**src/rtl/brd_irq_pkg.sv**
```systemverilog
package brd_irq_pkg;
    localparam int ADDR_W = 8;
    localparam int DATA_W = 32;
    localparam int NSRC   = 16;
    localparam int NPLAIN = 10;
    localparam logic [DATA_W-1:0] KEEP_MASK = 32'h000F_EEFF;

    typedef enum logic [2:0] {
        K_NONE,
        K_PLAIN,
        K_RAW,
        K_MASK,
        K_STAT
    } reg_kind_e;

    typedef struct packed {
        reg_kind_e  kind;
        logic [3:0] slot;
    } reg_sel_t;

    function automatic reg_sel_t decode(input logic [ADDR_W-1:0] a);
        reg_sel_t s;
        s.kind = K_PLAIN;
        s.slot = 4'd0;
        case (a)
            8'h10: s.slot = 4'd0;
            8'h14: s.slot = 4'd1;
            8'h40: s.slot = 4'd2;
            8'h60: s.slot = 4'd3;
            8'h80: s.slot = 4'd4;
            8'h84: s.slot = 4'd5;
            8'h88: s.slot = 4'd6;
            8'h90: s.slot = 4'd7;
            8'hE0: s.slot = 4'd8;
            8'hE4: s.slot = 4'd9;
            8'hC0: s.kind = K_MASK;
            8'hC4: s.kind = K_RAW;
            8'hD0: s.kind = K_STAT;
            default: s.kind = K_NONE;
        endcase
        return s;
    endfunction
endpackage

```
**src/rtl/brd_irq_detect.sv**
```systemverilog
module brd_irq_detect
    import brd_irq_pkg::*;
#(
    parameter int N  = NSRC,
    localparam int IW = (N > 1) ? $clog2(N) : 1
) (
    input  logic          clk,
    input  logic          rst,
    input  logic [N-1:0]  src_i,
    input  logic [N-1:0]  en_i,
    output logic [N-1:0]  raw_o,
    output logic          hit_o,
    output logic [IW-1:0] idx_o,
    output logic          lvl_o
);
    logic [N-1:0] raw_q;
    logic [N-1:0] chg;

    always_ff @(posedge clk) begin
        if (rst) raw_q <= '0;
        else     raw_q <= src_i;
    end

    assign chg = (src_i ^ raw_q) & en_i;

    // ascending scan: the last hit, i.e. the highest index, wins
    always_comb begin
        hit_o = 1'b0;
        idx_o = '0;
        for (int i = 0; i < N; i++) begin
            if (chg[i]) begin
                hit_o = 1'b1;
                idx_o = IW'(i);
            end
        end
    end

    assign lvl_o = src_i[idx_o];
    assign raw_o = raw_q;
endmodule

```
**src/rtl/brd_irq_regs.sv**
```systemverilog
module brd_irq_regs
    import brd_irq_pkg::*;
#(
    parameter int N  = NSRC,
    parameter int DW = DATA_W,
    parameter logic [DW-1:0] WMASK = KEEP_MASK,
    localparam int IW = (N > 1) ? $clog2(N) : 1
) (
    input  logic              clk,
    input  logic              rst,
    input  logic [ADDR_W-1:0] addr,
    input  logic              wr,
    input  logic              rd,
    input  logic [DW-1:0]     wdata,
    input  logic [N-1:0]      raw_i,
    input  logic              hit_i,
    input  logic [IW-1:0]     idx_i,
    output logic [DW-1:0]     rdata,
    output logic              err,
    output logic [DW-1:0]     mask_o,
    output logic [DW-1:0]     stat_o
);
    reg_sel_t      sel;
    logic [DW-1:0] plain_q [NPLAIN];
    logic [DW-1:0] mask_q, stat_q, rd_mux;

    assign sel = decode(addr);

    for (genvar g = 0; g < NPLAIN; g++) begin : g_plain
        always_ff @(posedge clk) begin
            if (rst) plain_q[g] <= '0;
            else if (wr && sel.kind == K_PLAIN && sel.slot == 4'(g))
                plain_q[g] <= wdata;
        end
    end

    always_ff @(posedge clk) begin
        if (rst) mask_q <= '0;
        else if (wr && sel.kind == K_MASK) mask_q <= wdata & WMASK;
    end

    // line event takes priority over a software write
    always_ff @(posedge clk) begin
        if (rst)                           stat_q <= '0;
        else if (hit_i)                    stat_q <= DW'(1) << idx_i;
        else if (wr && sel.kind == K_STAT) stat_q <= wdata & WMASK;
    end

    always_comb begin
        case (sel.kind)
            K_PLAIN: rd_mux = plain_q[sel.slot];
            K_RAW:   rd_mux = DW'(raw_i);
            K_MASK:  rd_mux = mask_q;
            K_STAT:  rd_mux = stat_q;
            default: rd_mux = '0;
        endcase
    end

    always_ff @(posedge clk) begin
        if (rst) begin
            rdata <= '0;
            err   <= 1'b0;
        end else begin
            rdata <= rd ? rd_mux : '0;
            err   <= (rd || wr) && sel.kind == K_NONE;
        end
    end

    assign mask_o = mask_q;
    assign stat_o = stat_q;
endmodule

```
**src/rtl/brd_irq_hub.sv**
```systemverilog
module brd_irq_hub
    import brd_irq_pkg::*;
(
    input  logic              clk,
    input  logic              rst,
    input  logic [NSRC-1:0]   src_i,
    input  logic [ADDR_W-1:0] bus_addr,
    input  logic              bus_wr,
    input  logic              bus_rd,
    input  logic [DATA_W-1:0] bus_wdata,
    output logic [DATA_W-1:0] bus_rdata,
    output logic              bus_err,
    output logic              parent_irq
);
    localparam int IW = (NSRC > 1) ? $clog2(NSRC) : 1;

    logic [NSRC-1:0]   raw_lvl;
    logic              ev_hit, ev_lvl;
    logic [IW-1:0]     ev_idx;
    logic [DATA_W-1:0] mask_q, status_q;
    logic              parent_q;

    brd_irq_detect #(.N(NSRC)) u_det (
        .clk   (clk),
        .rst   (rst),
        .src_i (src_i),
        .en_i  (mask_q[NSRC-1:0]),
        .raw_o (raw_lvl),
        .hit_o (ev_hit),
        .idx_o (ev_idx),
        .lvl_o (ev_lvl)
    );

    brd_irq_regs #(.N(NSRC), .DW(DATA_W), .WMASK(KEEP_MASK)) u_regs (
        .clk    (clk),
        .rst    (rst),
        .addr   (bus_addr),
        .wr     (bus_wr),
        .rd     (bus_rd),
        .wdata  (bus_wdata),
        .raw_i  (raw_lvl),
        .hit_i  (ev_hit),
        .idx_i  (ev_idx),
        .rdata  (bus_rdata),
        .err    (bus_err),
        .mask_o (mask_q),
        .stat_o (status_q)
    );

    always_ff @(posedge clk) begin
        if (rst)         parent_q <= 1'b0;
        else if (ev_hit) parent_q <= ev_lvl;
    end

    assign parent_irq = parent_q;
endmodule

```
**config.mk**
```make
export PLATFORM = sky130hd
export DESIGN_NAME = brd_irq_hub
export DESIGN_NICKNAME = d
export VERILOG_FILES = /design/src/rtl/brd_irq_pkg.sv /design/src/rtl/brd_irq_detect.sv /design/src/rtl/brd_irq_regs.sv /design/src/rtl/brd_irq_hub.sv
export SDC_FILE = /design/constraint.sdc
export NUM_CORES = 1
export LEC_CHECK = 0
export ABC_AREA = 1
export CORE_MARGIN = 10
export CORE_UTILIZATION = 45
export CTS_CLUSTER_DIAMETER = 80
export DETAILED_ROUTE_END_ITERATION = 8
export PLACE_DENSITY = 0.65
export SYNTH_ARGS = -nofsm -noshare
export SYNTH_HDL_FRONTEND = slang
export SYNTH_HIERARCHICAL = 1
export SYNTH_SLANG_ARGS = --single-unit
```
**constraint.sdc**
```tcl
create_clock -name clk -period 4.1 [get_ports clk]
set_input_delay 0.41 -clock clk [delete_from_list [all_inputs] [get_ports clk]]
set_output_delay 0.41 -clock clk [all_outputs]
set_load 0.1 [all_outputs]
```
# Word-level counts from Yosys, hierarchy flattened
# Memories as Yosys holds them, arrays and structs flattened.
# Cells that the tools add are included.
# classes
n_shift	1
muxes	80
reduce_logical	20
bitwise	13
magnitude_cmp	1
eq_ne	26
# ops
op	n
$mux 32	12
$pmux 32 s4	1
$eq 8x8->1 const B	9
$mux 1	50
$pmux 4 s9	1
$mux 4	8
$shl 1x4->32 const A	1
$and 16x16->16	1
$eq 4x3->1 const B	4
$eq 8x5->1 const B	2
$eq 8x7->1 const B	2
$xor 16x16->16	1
$logic_and 1x1->1	14
$mux 3	4
$pmux 3 s4	1
$or 1x1->1	10
$reduce_or 10->1	1
$eq 4x2->1 const B	2
$eq 4x4->1 const B	2
$eq 3x2->1 const B	2
$lt 4x5->1 const B	1
$bmux 1 s4	1
$eq 4x1->1 const B	1
$logic_not 4->1	1
8 further kinds	9
# totals
register_bits	100
elab_cells	148
mem_bits_rw	320
input_bits	60
n_memories	1
# memory_table
memory	words	width	rd	rd_ports_with_merged_regs	wr	line	text
u_regs.plain_q	10	32	1	0	10	brd_irq_regs.sv:24	logic [DW-1:0] plain_q [NPLAIN];

# Longest topological paths before layout
# Gate-level depths: netlist (run 1).
# logic_depth
ltp_word	19
mapped_depth	26
mapped_depth_nobuf	26

# By module
# The synthesis (run 1) kept the hierarchy.
# by_module_without_submodules
module	cells_per_inst	area_each_um2	n_inst
brd_irq_regs	2087	18391.4	1
brd_irq_detect	191	1076.0	1
brd_irq_hub	7	45.0	1

# Least setup slack after synthesis (run 1)
# OpenSTA, ideal clock, no wires.
# synth_path
path_type	input -> register
startpoint	input port bus_addr[6]
endpoint	memory u_regs/plain_q[8][0] in the netlist's numbering, enable pin
t_required_ps	3630
slack_ps	-278
stages	10
arrival_time_ps	3909
path_cell_list	nand2_2 > inv_2 > nand2_1 > nand2_1 > a21oi_4 > nand2_4 > inv_4 > nand2_2 > buf_2 > o31ai_1
# synth_lines
element	line	text
from (decl)	brd_irq_hub.sv:7	input logic [ADDR_W-1:0] bus_addr,
to (decl)	brd_irq_regs.sv:24	

==> results of run 1 <==
==> path summary, 6_finish.rpt <==
check        cells after the start                      startpoint                                 end
min reg2reg                      2  u_regs/stat_o[11]$_SDFFE_PP0P_      u_regs/stat_o[11]$_SDFFE_PP0P_
max reg2reg                     14      u_det/raw_o[10]$_SDFF_PP0_       u_regs/stat_o[6]$_SDFFE_PP0P_
max                             10                     bus_addr[3]  u_regs/plain_q[0][8]$_SDFFCE_PN0P_
min                              3                       src_i[12]          u_det/raw_o[12]$_SDFF_PP0_
==> stage by stage <==
stage / power, µW / hold WS, ps / setup slack (ps)
after floorplan: 5160 / 425 / 39.4
after global placement: 5400 / 438 / 133
after detailed placement: 5420 / 444 / 75.3
after CTS: 9410 / 412 / 676
after global routing: 9650 / 455 / 518
final: 9340 / 432 / 622
==> power by group through the flow <==
stage               sequential (µW)  combinational, µW  clock (µW)
floorplan                      4790                368           0
global placement               4770                630           0
detailed placement             4780                639           0
CTS                            4690                644        4080
global route                   4710                711        4220
finish                         4700                646        4000
==> final cells by class <==
| cell class | instances | area share, % |
|---|---|---|
| Sequential cell | 408 | 50.6 |
| Multi-Input combinational cell | 1446 | 28.8 |
| Timing Repair Buffer | 148 | 6.37 |
| Antenna cell | 1 | 0.0111 |
| Inverter | 280 | 4.70 |
| Clock buffer | 62 | 5.57 |
| Clock inverter | 21 | 0.908 |
| Tap cell | 539 | 3.00 |
==> sequential cells by signal (all words and copies together), names as in the netlist <==
name / cells
u_regs/err: 1
u_regs/rdata: 32
u_det/raw_o: 16
u_regs/mask_o: 18
parent_irq: 1
u_regs/plain_q: 320
u_regs/stat_o: 20
==> worst max-delay path: cells and delay by family <==
kind / cells / cell delay, ps
simple gates: 6 / 1900
buf+inv: 3 / 930
compound gates: 1 / 500
==> metal layers <==
layer	wire [µm]	track usage (%)
met5	0	0
met4	2090	9.93
met3	4880	4.00
met2	26300	35.4
met1	23100	27.8
==> results.ini, run 1 <==
[yosys]
synthCells=2261
syn_avg_cell_area_um2=8.55
synth_area_um2=19300
yosys_warnings=6

[critical_path]
path_cells=clkdlybuf4s50_1 > nor2_1 > nand2_1 > inv_2 > nand2_2 > nand3_2 > nor2_2 > nand2_1 > o21ai_4 > buf_12
cp_slowest_cell=nor2_2
critPathKind=primary input to flop
crit_required_ps=4370
cp-start-kind=primary input
crit_path_frequent_cell=nand2_1
crit_path_max_fanout=23
endpoint_kind=flop
reg2reg_slack_ps=1490
cp.arrival_ps=3750
cpPeakStageDelay_ps=950

[cts]
root_buffer=clkbuf_16
h-tree-depth=2
cts.sinks=408
cts_tree=done
clk_pin_slew_ps=60
cts_resized=0
cts_buffer_depth=3
cts_setup_buffers=0
hold_buffers=0
clock_latency_ps=590
cts_buffers=45

[placement]
io_buffer_count=93
globalplace.congestion=0.865
dp.cells=2821
dpl-instance-area_um2=21000
hpwl_um=35500

[sta]
layout_min_cycle_time_ps=3480
setup_viol=0
worstMarginPinSlew_ps=1220
min_period_over_period_pct=84.8
hold_viol=0
slew_violations=0
finClkSkew_ps=10.3
rsz0062_at_grt=false
relSlewSlack_pct=18.4
fmax_mhz=288
setup_tns_ps=0

[cells_and_area]
layout-drive-gt1-share_pct=7.70
fillCellCount=3869
syn2layout_area_growth_pct=16.2
finalInstanceArea_um2=22500
fin_util_pct=53.2
regArea_um2=11400
multiInputGateArea_um2=6470
stdcell_count=2905
layout_commonest_cell=nand2_1
layout.nets=2389
mostFrequentLayoutCells=nand2_1, nor2_1, edfxtp_1

[routing]
drc=0
first_iter_violations=1620
wirelength_um=56400
viasPerCell=5.36
wl_per_cell_um=19.4
routed-via-count=15600
firstDrtPassIters=5
ant_nets=0

[global_route]
first_global_vias=15300
grt_max_degree=112
antenna_found_initial=0
grt_overflow=0
grtUsageTotal_pct=21.8
grt_pass1_wl_um=86200

[pwr]
vdd_ir_drop_max_mv=0.295
powerDensity_nw_per_um2=416
switching_power_uw=2170
power.share.sequential_pct=50.3
power.share.switching_pct=23.2
clock_power_share_pct=42.8
p_int_uw=7180
p_comb_share_pct=6.9
p_leak_uw=0.00940

[run]
cap_violations=0

[floorplanning]
die_w_um=227
coreArea_um2=42200
die_area_um2=51700
ios=94
num_rows=75
initial_core_util_pct=45.8
die_y_um=227

[worst_hold_path]
min-delay-path-class=primary input to flop

[run_status]
outcome=finished, final reports clean

(Power assumes the default switching activity.)
==> run 2, diff against run 1 <==
- clock period: 4.1 -> 2.9 ns (I/O delays scaled with it)
==> run 2 against run 1 <==
Design area increased by 3.0%. Cell count grew 1.9%. Hold slack worse by 91 ps. Via count grew 0.19%. Setup slack lost 200 ps. Global-route usage up 0.20 points. Clock skew up 6.4 ps.
==> results.ini, run 2 (synthesis results as in run 1) <==
[run_status]
outcome=finished, final reports clean

[routing]
drc=0  ; unchanged
viasPerCell=5.28  ; -1.6%
wirelength_um=56400  ; about the same
firstDrtPassIters=6  ; +1
wl_per_cell_um=19.1  ; -1.8%
first_iter_violations=1453  ; -10%
routed-via-count=15600  ; +0.19%
ant_nets=0  ; unchanged

[cells_and_area]
layout.nets=2444  ; +2.3%
layout_commonest_cell=nand2_1
stdcell_count=2959  ; +1.9%
n_antenna_cell=0  ; -1
largest_reg_flops=320  ; unchanged
mostFrequentLayoutCells=nand2_1, nor2_1, edfxtp_1
syn2layout_area_growth_pct=19.7
layout-drive-gt1-share_pct=11.8  ; +4.1 points
regMostFlops=u_regs/plain_q

[cts]
h-tree-depth=2  ; unchanged
cts_buffer_depth=3  ; unchanged
hold_buffers=0  ; unchanged
cts_tree=done
clock_latency_ps=580  ; about the same
root_buffer=clkbuf_16
cts_resized=0  ; unchanged
cts_setup_buffers=0  ; unchanged
cts.sinks=408  ; unchanged
cts_buffers=44  ; -2.2%
clk_pin_slew_ps=60  ; about the same

[critical_path]
crit_path_frequent_cell=nor2_1
endpoint_kind=flop
critPathKind=flop to flop
critPathTopFamily=simple AND/OR/NAND/NOR gates
cp_slowest_cell=inv_1
crit_path_max_fanout=26  ; +13%
path_cells=nand2_1 > nand2_1 > nor2_1 > nor2_1 > nand2_1 > nor2_1 > inv_1 > nor2_1 > nand4_1 > inv_1 > nand2_2 > inv_1 > o21ai_0 > a21oi_1
crit_required_ps=3390  ; -980 ps
worstPathBufferInverterCount=3  ; unchanged
cp-start-kind=flop
cpPeakStageDelay_ps=500  ; -450 ps
cp.arrival_ps=2970  ; -780 ps

[floorplanning]
die_y_um=227  ; unchanged
coreArea_um2=42200  ; unchanged
die_w_um=227  ; unchanged
num_rows=75  ; unchanged
ios=94  ; unchanged
die_area_um2=51700  ; unchanged
initial_core_util_pct=45.8  ; unchanged

[pwr]
powerDensity_nw_per_um2=592  ; +42%
p_leak_uw=0.00988  ; +5.1%
vdd_ir_drop_max_mv=0.466  ; +58%

[global_route]
grt_max_degree=53  ; -53%
antenna_found_initial=0  ; unchanged
grt_overflow=0  ; unchanged
first_global_vias=15600  ; +2.1%
grt_pass1_wl_um=87500  ; +1.5%
grtUsageTotal_pct=21.9  ; +0.20 points

[sta]
setup_viol=0  ; unchanged
worstMarginPinSlew_ps=730  ; -492 ps
fin_ws_ps=422  ; -200 ps
fmax_mhz=404
min_period_over_period_pct=85.4
finClkSkew_ps=16.7  ; +6.39 ps
relSlewSlack_pct=51.4  ; +33 points
holdWs_ps=340  ; -91.5 ps
hold_viol=0  ; unchanged
slew_violations=0  ; unchanged
rsz0062_at_grt=false
layout_min_cycle_time_ps=2480

[placement]
globalplace.congestion=0.880  ; +1.7%
dp.cells=2877  ; +2.0%
pre_cts_slack_ps=-62.8  ; -138 ps
hpwl_um=36800  ; +3.7%
io_buffer_count=93  ; unchanged

[run]
cap_violations=0  ; unchanged

[worst_hold_path]
min-delay-path-class=primary input to flop

[run 2: area by class of cell]
| class | instances | area, µm² |
|---|---|---|
| multi-input cells | 1446 | 6470 |
| inverters | 280 | 1050 |
| well taps | 539 | 674 |
| repair buffers | 204 | 1950 |
| clock inverters | 23 | 339 |
| clock buffers | 59 | 1280 |
| flip-flops and latches | 408 | 11400 |
| fillers | 3805 | 19100 |
[run 2: stage by stage]
step	utilization, %	setup TNS, ps	power (µW)	area [µm²]
floorplan	-	-35290	7290	19400
global placement	51.0	-101	7680	21500
detailed placement	51.0	-450	7710	21500
CTS	54.8	0	13800	23100
global route	54.8	0	14200	23100
finish	54.8	0	13700	23100
[run 2: routing by layer]
metal  vias up  track usage, %  wire (µm)
met4         0            8.77       1860
li1       7472               -          -
met5         -               0          0
met1      7455            27.9      23300
met3       118            3.55       4280
met2       566            36.8      27000
[run 2: worst min-delay path, cell delays in order]
cell and delay [ps]:
clkdlybuf4s50_1 440, inv_1 100, nor2_1 40
[run 2: final timing paths]
kind	startpoint	end	slack, ps	depth (start not counted)
setup / recovery	u_det/raw_o[14]$_SDFF_PP0_	u_regs/stat_o[9]$_SDFFE_PP0P_	420	14
hold / removal	src_i[8]	u_det/raw_o[8]$_SDFF_PP0_	340	3
setup reg to reg	u_det/raw_o[14]$_SDFF_PP0_	u_regs/stat_o[9]$_SDFFE_PP0P_	420	14
hold reg to reg	u_regs/mask_o[19]$_SDFFE_PP0P_	u_regs/mask_o[19]$_SDFFE_PP0P_	450	2
[run 2: power by group]
part	switching (µW)	total, µW	internal, µW
Sequential	77.7	6630	6560
Combinational	635	959	325
Clock	2370	6110	3740
